==> config.mk <==
export PLATFORM = sky130hd
export DESIGN_NAME = clk_rst_seq
export DESIGN_NICKNAME = d
export VERILOG_FILES = /design/src/rtl/clk_seq_pkg.sv /design/src/rtl/cs_sync.sv /design/src/rtl/cs_ctrl_reg.sv /design/src/rtl/cs_seq_fsm.sv /design/src/rtl/clk_rst_seq.sv
export SDC_FILE = /design/constraint.sdc
export NUM_CORES = 1
export LEC_CHECK = 0
export ABC_AREA = 1
export BUFFER_PORTS_ARGS = -buffer_cell sky130_fd_sc_hd__buf_2
export CAP_MARGIN = 20
export CORE_MARGIN = 3
export CORE_UTILIZATION = 33
export CTS_BUF_LIST = sky130_fd_sc_hd__clkbuf_16
export DETAILED_ROUTE_END_ITERATION = 16
export HOLD_SLACK_MARGIN = 0.12
export PLACE_DENSITY_LB_ADDON = 0.05
export SLEW_MARGIN = 30
export SYNTH_ARGS = -nofsm -noshare
export SYNTH_HDL_FRONTEND = slang
export SYNTH_SLANG_ARGS = --single-unit
==> constraint.sdc <==
create_clock -name clk_i -period 5.2 [get_ports clk_i]
set_input_delay 0.26 -clock clk_i [delete_from_list [all_inputs] [get_ports clk_i]]
set_output_delay 0.26 -clock clk_i [all_outputs]
set_load 0.05 [all_outputs]
==> src/rtl/clk_seq_pkg.sv <==
package clk_seq_pkg;
  typedef enum logic [1:0] {
    ST_HOLD,
    ST_RESTORE,
    ST_DELAY,
    ST_RUN
  } seq_state_e;

  typedef enum logic [1:0] {
    CAUSE_POR,
    CAUSE_PIN,
    CAUSE_SOFT,
    CAUSE_RELOAD
  } rst_cause_e;
endpackage

==> src/rtl/cs_sync.sv <==
module cs_sync #(
  parameter int   STAGES  = 2,
  parameter logic RST_VAL = 1'b0
) (
  input  logic clk_i,
  input  logic rst_ni,
  input  logic d_i,
  output logic q_o
);
  logic [STAGES-1:0] st_q;

  if (STAGES == 1) begin : g_single
    always_ff @(posedge clk_i or negedge rst_ni) begin
      if (!rst_ni) st_q <= RST_VAL;
      else         st_q <= d_i;
    end
  end else begin : g_chain
    always_ff @(posedge clk_i or negedge rst_ni) begin
      if (!rst_ni) st_q <= {STAGES{RST_VAL}};
      else         st_q <= {st_q[STAGES-2:0], d_i};
    end
  end

  assign q_o = st_q[STAGES-1];
endmodule

==> src/rtl/cs_ctrl_reg.sv <==
module cs_ctrl_reg #(
  parameter int           W     = 8,
  parameter logic [W-1:0] DEF   = '0,
  parameter int           BIT_A = 2,
  parameter int           BIT_B = 5
) (
  input  logic         clk_i,
  input  logic         rst_ni,
  input  logic         por_i,
  input  logic         we_i,
  input  logic [W-1:0] wdata_i,
  input  logic         sclk_rise_i,
  output logic [W-1:0] q_o,
  output logic         soft_pend_o
);
  localparam logic [W-1:0] MASK = (W'(1) << BIT_A) | (W'(1) << BIT_B);

  logic [W-1:0] reg_q;

  always_ff @(posedge clk_i or negedge rst_ni) begin
    if (!rst_ni)                          reg_q <= DEF;
    else if (por_i)                       reg_q <= DEF;
    else if (we_i)                        reg_q <= wdata_i;
    else if (soft_pend_o && sclk_rise_i)  reg_q <= reg_q & ~MASK;
  end

  assign q_o         = reg_q;
  assign soft_pend_o = reg_q[BIT_A] & reg_q[BIT_B];

  AST_SELF_CLEAR: assert property (@(posedge clk_i) disable iff (!rst_ni)
    (soft_pend_o && sclk_rise_i && !we_i && !por_i) |=> !soft_pend_o);
  AST_PEND_STAYS: assert property (@(posedge clk_i) disable iff (!rst_ni)
    (soft_pend_o && !sclk_rise_i && !we_i && !por_i) |=> soft_pend_o);
  AST_KEEP_OTHER: assert property (@(posedge clk_i) disable iff (!rst_ni)
    (!we_i && !por_i) |=> ((q_o & ~MASK) == $past(q_o & ~MASK)));
endmodule

==> src/rtl/cs_seq_fsm.sv <==
module cs_seq_fsm
  import clk_seq_pkg::*;
#(
  parameter int T_POR = 3500000,
  parameter int T_DEF = 100,
  parameter int T_NVM = 2000000
) (
  input  logic clk_i,
  input  logic rst_ni,
  input  logic pin_ok_i,
  input  logic por_i,
  input  logic soft_pend_i,
  input  logic nvm_sel_i,
  input  logic reload_i,
  input  logic restore_done_i,
  output logic restore_req_o,
  output logic restore_src_o,
  output logic int_rst_o,
  output logic sync_o,
  output logic out_en_o
);
  localparam int MAX_A = (T_POR > T_DEF) ? T_POR : T_DEF;
  localparam int MAX_T = (MAX_A > T_NVM) ? MAX_A : T_NVM;
  localparam int CNT_W = $clog2(MAX_T + 1);

  seq_state_e       state_q;
  rst_cause_e       cause_q;
  logic             src_q;
  logic [CNT_W-1:0] cnt_q;
  logic [CNT_W-1:0] dly;

  always_comb begin
    unique case (cause_q)
      CAUSE_POR:    dly = CNT_W'(T_POR);
      CAUSE_RELOAD: dly = CNT_W'(T_NVM);
      default:      dly = src_q ? CNT_W'(T_NVM) : CNT_W'(T_DEF);
    endcase
  end

  always_ff @(posedge clk_i or negedge rst_ni) begin
    if (!rst_ni) begin
      state_q <= ST_HOLD;
      cause_q <= CAUSE_PIN;
      src_q   <= 1'b0;
      cnt_q   <= '0;
    end else if (por_i) begin
      state_q <= ST_HOLD;
      cause_q <= CAUSE_POR;
    end else if (soft_pend_i) begin
      state_q <= ST_HOLD;
      cause_q <= CAUSE_SOFT;
    end else begin
      unique case (state_q)
        ST_HOLD: if (pin_ok_i) begin
          state_q <= ST_RESTORE;
          src_q   <= nvm_sel_i;
        end
        ST_RESTORE: if (restore_done_i) begin
          state_q <= ST_DELAY;
          cnt_q   <= dly - CNT_W'(1);
        end
        ST_DELAY: begin
          if (cnt_q == '0) state_q <= ST_RUN;
          else             cnt_q   <= cnt_q - CNT_W'(1);
        end
        ST_RUN: if (reload_i && !nvm_sel_i) begin
          state_q <= ST_RESTORE;
          cause_q <= CAUSE_RELOAD;
          src_q   <= 1'b1;
        end
      endcase
    end
  end

  assign restore_req_o = (state_q == ST_RESTORE);
  assign restore_src_o = src_q;
  assign int_rst_o     = (state_q == ST_HOLD) || (state_q == ST_RESTORE);
  assign sync_o        = (state_q == ST_DELAY);
  assign out_en_o      = (state_q == ST_RUN);

  AST_PIN_HOLD: assert property (@(posedge clk_i) disable iff (!rst_ni)
    !pin_ok_i |-> (int_rst_o && !restore_req_o));
  AST_REQ_HOLD: assert property (@(posedge clk_i) disable iff (!rst_ni)
    (restore_req_o && !restore_done_i && !por_i && !soft_pend_i) |=> restore_req_o);
  AST_SYNC_FIRST: assert property (@(posedge clk_i) disable iff (!rst_ni)
    $rose(out_en_o) |-> $past(sync_o));
  AST_RELOAD_IGN: assert property (@(posedge clk_i) disable iff (!rst_ni)
    (out_en_o && nvm_sel_i && !por_i && !soft_pend_i) |=> out_en_o);
  AST_POR_RESTART: assert property (@(posedge clk_i) disable iff (!rst_ni)
    por_i |=> (int_rst_o && !sync_o && !out_en_o));
endmodule

==> src/rtl/clk_rst_seq.sv <==
module clk_rst_seq #(
  parameter int                CTRL_W      = 8,
  parameter logic [CTRL_W-1:0] CTRL_DEF    = CTRL_W'('h18),
  parameter int                SRST_BIT_A  = 2,
  parameter int                SRST_BIT_B  = 5,
  parameter int                SYNC_STAGES = 2,
  parameter int                T_POR_CYC   = 3500000,
  parameter int                T_DEF_CYC   = 100,
  parameter int                T_NVM_CYC   = 2000000
) (
  input  logic              clk_i,
  input  logic              rst_ni,
  input  logic              por_i,
  input  logic              nvm_sel_i,
  input  logic              sclk_i,
  input  logic              ctrl_we_i,
  input  logic [CTRL_W-1:0] ctrl_wdata_i,
  output logic [CTRL_W-1:0] ctrl_rdata_o,
  input  logic              reload_req_i,
  output logic              restore_req_o,
  output logic              restore_src_o,
  input  logic              restore_done_i,
  output logic              int_rst_o,
  output logic              sync_o,
  output logic              out_en_o
);
  logic pin_ok;
  logic sclk_s;
  logic sclk_d;
  logic sclk_rise;
  logic soft_pend;

  cs_sync #(.STAGES(SYNC_STAGES), .RST_VAL(1'b0)) i_pin_sync (
    .clk_i (clk_i),
    .rst_ni(rst_ni),
    .d_i   (1'b1),
    .q_o   (pin_ok)
  );

  cs_sync #(.STAGES(SYNC_STAGES), .RST_VAL(1'b0)) i_sclk_sync (
    .clk_i (clk_i),
    .rst_ni(rst_ni),
    .d_i   (sclk_i),
    .q_o   (sclk_s)
  );

  always_ff @(posedge clk_i or negedge rst_ni) begin
    if (!rst_ni) sclk_d <= 1'b0;
    else         sclk_d <= sclk_s;
  end
  assign sclk_rise = sclk_s & ~sclk_d;

  cs_ctrl_reg #(
    .W    (CTRL_W),
    .DEF  (CTRL_DEF),
    .BIT_A(SRST_BIT_A),
    .BIT_B(SRST_BIT_B)
  ) i_ctrl (
    .clk_i      (clk_i),
    .rst_ni     (rst_ni),
    .por_i      (por_i),
    .we_i       (ctrl_we_i),
    .wdata_i    (ctrl_wdata_i),
    .sclk_rise_i(sclk_rise),
    .q_o        (ctrl_rdata_o),
    .soft_pend_o(soft_pend)
  );

  cs_seq_fsm #(
    .T_POR(T_POR_CYC),
    .T_DEF(T_DEF_CYC),
    .T_NVM(T_NVM_CYC)
  ) i_fsm (
    .clk_i         (clk_i),
    .rst_ni        (rst_ni),
    .pin_ok_i      (pin_ok),
    .por_i         (por_i),
    .soft_pend_i   (soft_pend),
    .nvm_sel_i     (nvm_sel_i),
    .reload_i      (reload_req_i),
    .restore_done_i(restore_done_i),
    .restore_req_o (restore_req_o),
    .restore_src_o (restore_src_o),
    .int_rst_o     (int_rst_o),
    .sync_o        (sync_o),
    .out_en_o      (out_en_o)
  );

  AST_SOFT_STATIC: assert property (@(posedge clk_i) disable iff (!rst_ni)
    soft_pend |=> (!out_en_o && int_rst_o));
endmodule

==> results.yml, run 1 <==
run_status:
  status: "completed"
finish:
  diodes: 0
  seqCellArea_mm2: 0.00100
  layout.cells.non_filler: 481
  multi_input_area_mm2: 0.00140
  nNetsFinal: 405
  nFillCells: 794
  drive_above_1_share_pct: 20.2
  syn_to_final_growth_pct: 15.9
route:
  drc: 0
  topRoutingLayerUsed: "met4"
  wl_per_cell_um: 13.5
  vias: 2225
  drt_iter0_drc: 117
  finalWirelength_mm: 6.49
  ant_nets: 0
  route.met2.wl_mm: 2.74
  first_pass_iters: 4
  wl_met3_um: 275
  wl_met1_mm: 3.42
  via_per_inst: 4.63
synthesis:
  syn-cell-area_mm2: 0.00261
  seq_area_frac_synth_pct: 38.4
  ys_ff_latch: 40
  synth.top_cell.area_share_pct: 35.4
  syn-mean-instance-area_um2: 7.47
  synth_cell_type_count: 41
  yosysWarnings: 0
  yosysTopAreaCell: "dfrtp_1"
  synth_area_leaders: "dfrtp_1 35%, nand2_1 14%, nand3_1 5.9%"
  syn_nets: 374
  synthCells: 350
sta:
  finalMaxSlewViolations: 0
  relSlewSlack_pct: 46.5
  hold_violations: 0
  final.period_utilization_pct: 50.6
  fmax_ghz: 0.380
  fin_setup_tns_ps: 0
  rsz0062_at_grt: "no"
  finClkSkew_ps: 3.98
  worst_slew_pin_slew_ps: 803
  setup_viol: 0
  min_period_ps: 2630
critical_path:
  ff2ff_setup_slack_ps: 2570
  crit_path_end_kind: "flop"
  r2r_end: "i_fsm.cnt_q[11]"
  r2r_start: "i_fsm.state_q[0]"
  cp.arrival_ps: 2800
  r2r_cells: 10
  path_max_fanout: 22
  critical_path_class: "reg2reg"
  cp_data_required_time_ps: 5370
  start_kind: "flop"
place:
  dp_hpwl_mm: 4.96
  gp_congestion: 0.883
  placed_cells: 471
  port-buffer-count: 28
cts:
  cts_sinks: 40
  clk_pin_slew_worst_paths_ps: 60
  clk-insertion-delay-late_ps: 290
  cts_setup_buffers: 0
  cts_max_path_buffers: 2
  cts-root-buf: "clkbuf_16"
  numCtsBuffers: 5
  cts_max_level: 2
  cts_tree: "done"
global_route:
  grt_pass1_wl_mm: 11.2
  antenna_found_initial: 0
  grt_usage_pct: 15.9
  overflow: 0
  grt_pass1_vias: 2183
  grt_max_degree: 41
job:
  drv_cap: 0
die:
  dieArea_mm2: 0.00902
  ios: 29
  die_w_um: 95.0
  start_util_pct: 35.1
  num_rows: 31
  coreArea_mm2: 0.00745
  dieHeight_um: 95.0
hold_path:
  holdCritPathClass: "in2reg"
  min_path_cells: 2
  hold_start: "ctrl_wdata_i[7]"
  worst_hold_path.endpoint: "i_ctrl.q_o[7]"
power:
  p_leak_nw: 1.46
  powerDensity_mw_per_mm2: 560
  peakVddDrop_mv: 0.177
[power breakdown]
group,leakage [nW],total (W),internal (W),switching (W)
sequential,0.491,0.000495,0.000409,0.0000855
clock,0.0804,0.000362,0.000228,0.000134
combinational,0.893,0.000840,0.000257,0.000583
total,1.46,0.00170,0.000894,0.000802
[final cells by class]
type / instances / share of cell area (%)
clock buffers: 5 / 4.13
clock inverters: 3 / 1.53
inverters: 45 / 5.66
multi-input cells: 259 / 46.1
flip-flops and latches: 40 / 33.2
well taps: 99 / 4.09
repair buffers: 30 / 5.37
[synth_stat cells, drive strengths merged]
master    n
nand2   114
inv      44
nor2     39
dfrtp    37
nand3    34
o21ai    18
ha        8
a21oi     6
buf       6
nand4     6
nor3      5
xnor2     5
xor2      5
a22o      4
dfstp     3
nand3b    3
nor4      2
o22a      2
a211oi    1
a21boi    1
a31oi     1
clkinv    1
conb      1
o211ai    1
o21bai    1
o22ai     1
o31ai     1
[worst max path at each step]
stage / from / end / slack, ps
2_1_floorplan: i_fsm.state_q[0] / i_fsm.cnt_q[20] / 3040
5_1_grt: i_fsm.state_q[0] / i_fsm.cnt_q[20] / 2280
6_report: i_fsm.state_q[0] / i_fsm.cnt_q[11] / 2570
3_5_place_dp: i_fsm.state_q[0] / i_fsm.cnt_q[11] / 2580
4_1_cts: i_fsm.state_q[0] / i_fsm.cnt_q[11] / 2560
3_3_place_gp: i_fsm.state_q[0] / i_fsm.cnt_q[11] / 2650
[layer usage]
metal  vias up  track usage (%)
met3         6             3.67
met4         0             3.25
met5         -                0
li1       1178                -
met2        48             23.7
met1       993             23.5
[through the flow]
stage | total power (W) | hold slack, ps | util [%] | setup WS (ps) | instance area, um2
global placement | 0.00135 | 333 | 38.1 | 2650 | 2840
finish | 0.00170 | 185 | 40.7 | 2570 | 3030
floorplan | 0.00116 | -35.6 | - | 3040 | 2610
global route | 0.00184 | 179 | 40.7 | 2280 | 3030
CTS | 0.00171 | 148 | 40.5 | 2560 | 3020
detailed placement | 0.00134 | 336 | 38.1 | 2580 | 2840
[registers in the layout (all words and copies together), names as in the netlist]
signal               count
sclk_d                   1
i_ctrl.q_o               8
i_fsm.cause_q            2
i_fsm.cnt_q             22
i_sclk_sync.st_q         2
i_pin_sync.st_q          2
i_fsm.restore_src_o      1
i_fsm.state_q            2
[cell families (layout without fill, tap and decap cells)]
logic type	count (synthesis)	in the layout	synth area share, %
fa+ha+maj	8	8	3.83
buf+inv	51	83	8.14
flops	40	40	38.4
xor+xnor	10	10	3.35
other cells	1	1	0.143
simple gates	203	203	37.1
compound gates	37	37	9.00
[what timing repair did]
| action | CTS | global route |
|---|---|---|
| hold buffers | 1 | 1 |
| resized for setup | 0 | 0 |
| hold endpoints to repair | 1 | 37 |
[cells in the final DEF (no fill, tap or decap), types with 2 or more instances in the layout]
| cell type | n |
|---|---|
| inv_1 | 35 |
| o21ai_0 | 8 |
| dfstp_2 | 3 |
| nand2_1 | 100 |
| nand2_2 | 12 |
| a22o_1 | 4 |
| nand2_4 | 2 |
| o21ai_1 | 10 |
| nand3b_1 | 3 |
| xnor2_1 | 5 |
| nor3_1 | 2 |
| nor2_4 | 3 |
| nor4_1 | 2 |
| nand3_2 | 2 |
| inv_2 | 8 |
| nor2_2 | 4 |
| o22a_1 | 2 |
| nor2_1 | 32 |
| clkbuf_16 | 5 |
| nor3_2 | 2 |
| a21oi_1 | 6 |
| nand4_1 | 5 |
| buf_2 | 27 |
| dfrtp_1 | 37 |
| ha_1 | 8 |
| dlygate4sd3_1 | 2 |
| nand3_1 | 31 |
| xor2_1 | 5 |
[worst max-delay path: stages (launching register included)]
cell	delay (ps)
dfrtp_1	410
inv_1	120
ha_1	690
inv_2	220
nand3_4	180
nand3_1	130
a21oi_1	240
nand2_1	140
nor2_2	140
nand2_1	80
xor2_1	160
No activity file was read; power rests on OpenSTA's default activity.
==> run 2, diff against run 1 <==
==> constraint.sdc (replaced) <==
create_clock -name clk_i -period 2.55 [get_ports clk_i]
set_input_delay 0.1275 -clock clk_i [delete_from_list [all_inputs] [get_ports clk_i]]
set_output_delay 0.1275 -clock clk_i [all_outputs]
set_load 0.05 [all_outputs]
==> results.yml, run 2 (synthesized netlist as in run 1, its figures left out) <==
finish:
  largest_reg_flops: 22
  nNetsFinal: 417
  design_area_mm2: 0.00314
  layout.cells.non_filler: 493
  drive_above_1_share_pct: 20.3
  final_cell_mix: "100 x nand2_1, 37 x dfrtp_1, 35 x inv_1"
  final_common_cell: "nand2_1"
  syn_to_final_growth_pct: 20.2
  top_register: "i_fsm.cnt_q"
  final_core_util_pct: 42.2
  diodes: 0
hold_path:
  holdCritPathClass: "in2reg"
  min_path_cells: 4
power:
  p_sw_share_pct: 47.2
  p_sw_w: 0.00166
  p_seq_share_pct: 28.7
  powerDensity_mw_per_mm2: 1120
  total_power_w: 0.00351
  peakVddDrop_mv: 0.354
  clkPwrFrac_pct: 21.2
  p_int_w: 0.00185
  p_leak_nw: 1.52
  comb_power_share_pct: 50.1
global_route:
  antenna_found_initial: 0
  grt_max_degree: 41
  grt_pass1_wl_mm: 11.2
  overflow: 0
  grt_pass1_vias: 2210
  grt_usage_pct: 16.2
sta:
  worst_slew_pin_slew_ps: 518
  min_period_ps: 2160
  hold_violations: 0
  final.period_utilization_pct: 84.5
  finClkSkew_ps: 8.28
  finalMaxSlewViolations: 0
  fin_setup_tns_ps: 0
  fmax_ghz: 0.464
  setup_viol: 0
  relSlewSlack_pct: 65.5
  rsz0062_at_grt: "no"
route:
  first_pass_iters: 5
  finalWirelength_mm: 6.66
  via_per_inst: 4.69
  drt_iter0_drc: 156
  wl_per_cell_um: 13.5
  drc: 0
  ant_nets: 0
  vias: 2313
run_status:
  status: "completed"
die:
  num_rows: 31
  dieHeight_um: 95.0
  die_w_um: 95.0
  ios: 29
  coreArea_mm2: 0.00745
  dieArea_mm2: 0.00902
  start_util_pct: 35.1
place:
  gp_congestion: 0.851
  dp_hpwl_mm: 5.06
  placed_cells: 474
  port-buffer-count: 28
  placed_cell_area_mm2: 0.00286
job:
  drv_cap: 0
cts:
  postCtsHoldBufs: 11
  cts_sinks: 40
  cts_max_path_buffers: 2
  numCtsBuffers: 5
  cts_tree: "done"
  clk_pin_slew_worst_paths_ps: 60
  cts_resized: 0
  cts_setup_buffers: 0
  cts-root-buf: "clkbuf_16"
  cts_max_level: 2
  clk-insertion-delay-late_ps: 290
critical_path:
  cp_data_required_time_ps: 2720
  path_max_fanout: 9
  critical_path_class: "reg2reg"
  crit_path_end_kind: "flop"
  r2r_cells: 14
  cp.arrival_ps: 2320
  start_kind: "flop"
-- run 2: power by group through the flow --
stage	Combinational, W	Sequential, W	Clock [W]
after global placement	0.00177	0.00102	0
after detailed placement	0.00175	0.00101	0
after floorplan	0.00135	0.00101	0
after global routing	0.00199	0.00103	0.000798
after CTS	0.00177	0.00100	0.000760
final	0.00176	0.00101	0.000744
-- run 2: final timing paths --
check	end	from	slack [ps]
max	i_fsm.cnt_q[14]	i_fsm.state_q[0]	390
min	i_fsm.cause_q[0]	nvm_sel_i	130
max reg2reg	i_fsm.cnt_q[14]	i_fsm.state_q[0]	390
min reg2reg	i_sclk_sync.st_q[1]	i_sclk_sync.st_q[0]	350
max in group asynchronous	i_ctrl.q_o[4]	rst_ni	1820
min in group asynchronous	i_fsm.state_q[1]	rst_ni	350
-- run 2: final cells by class --
type	count	area, um2
Multi-Input combinational cell	259	1400
Inverter	45	171
Sequential cell	40	1000
Clock inverter	3	46.3
Tap cell	99	124
Clock buffer	5	125
Timing Repair Buffer	42	275
Fill cell	759	4300
-- run 2: layer usage --
layer	global-route usage, %	vias to the layer above	share of wire, %
li1	-	1214	-
met1	23.8	1037	51
met2	23.9	55	43
met3	3.27	7	4.0
met4	5.05	0	1.2
met5	0	-	0
-- run 2: per-stage QoR --
stage          setup WS [ps]  hold slack, ps
2_1_floorplan            385            -168
3_3_place_gp             421             236
3_5_place_dp             420             237
4_1_cts                  403             124
5_1_grt                  171             163
6_report                 395             134
-- run 2: critical path, cell delays in order (launching register included) --
cell and delay [ps]:
dfrtp_1 410, inv_1 120, ha_1 370, nand2_1 130, ha_1 190, inv_1 80
nand2_1 70, nand4_2 130, nor2_4 70, nand2_2 80, clkinv_1 130, nand2_1 80
nand2_1 50, nand3_1 50, o21ai_1 70
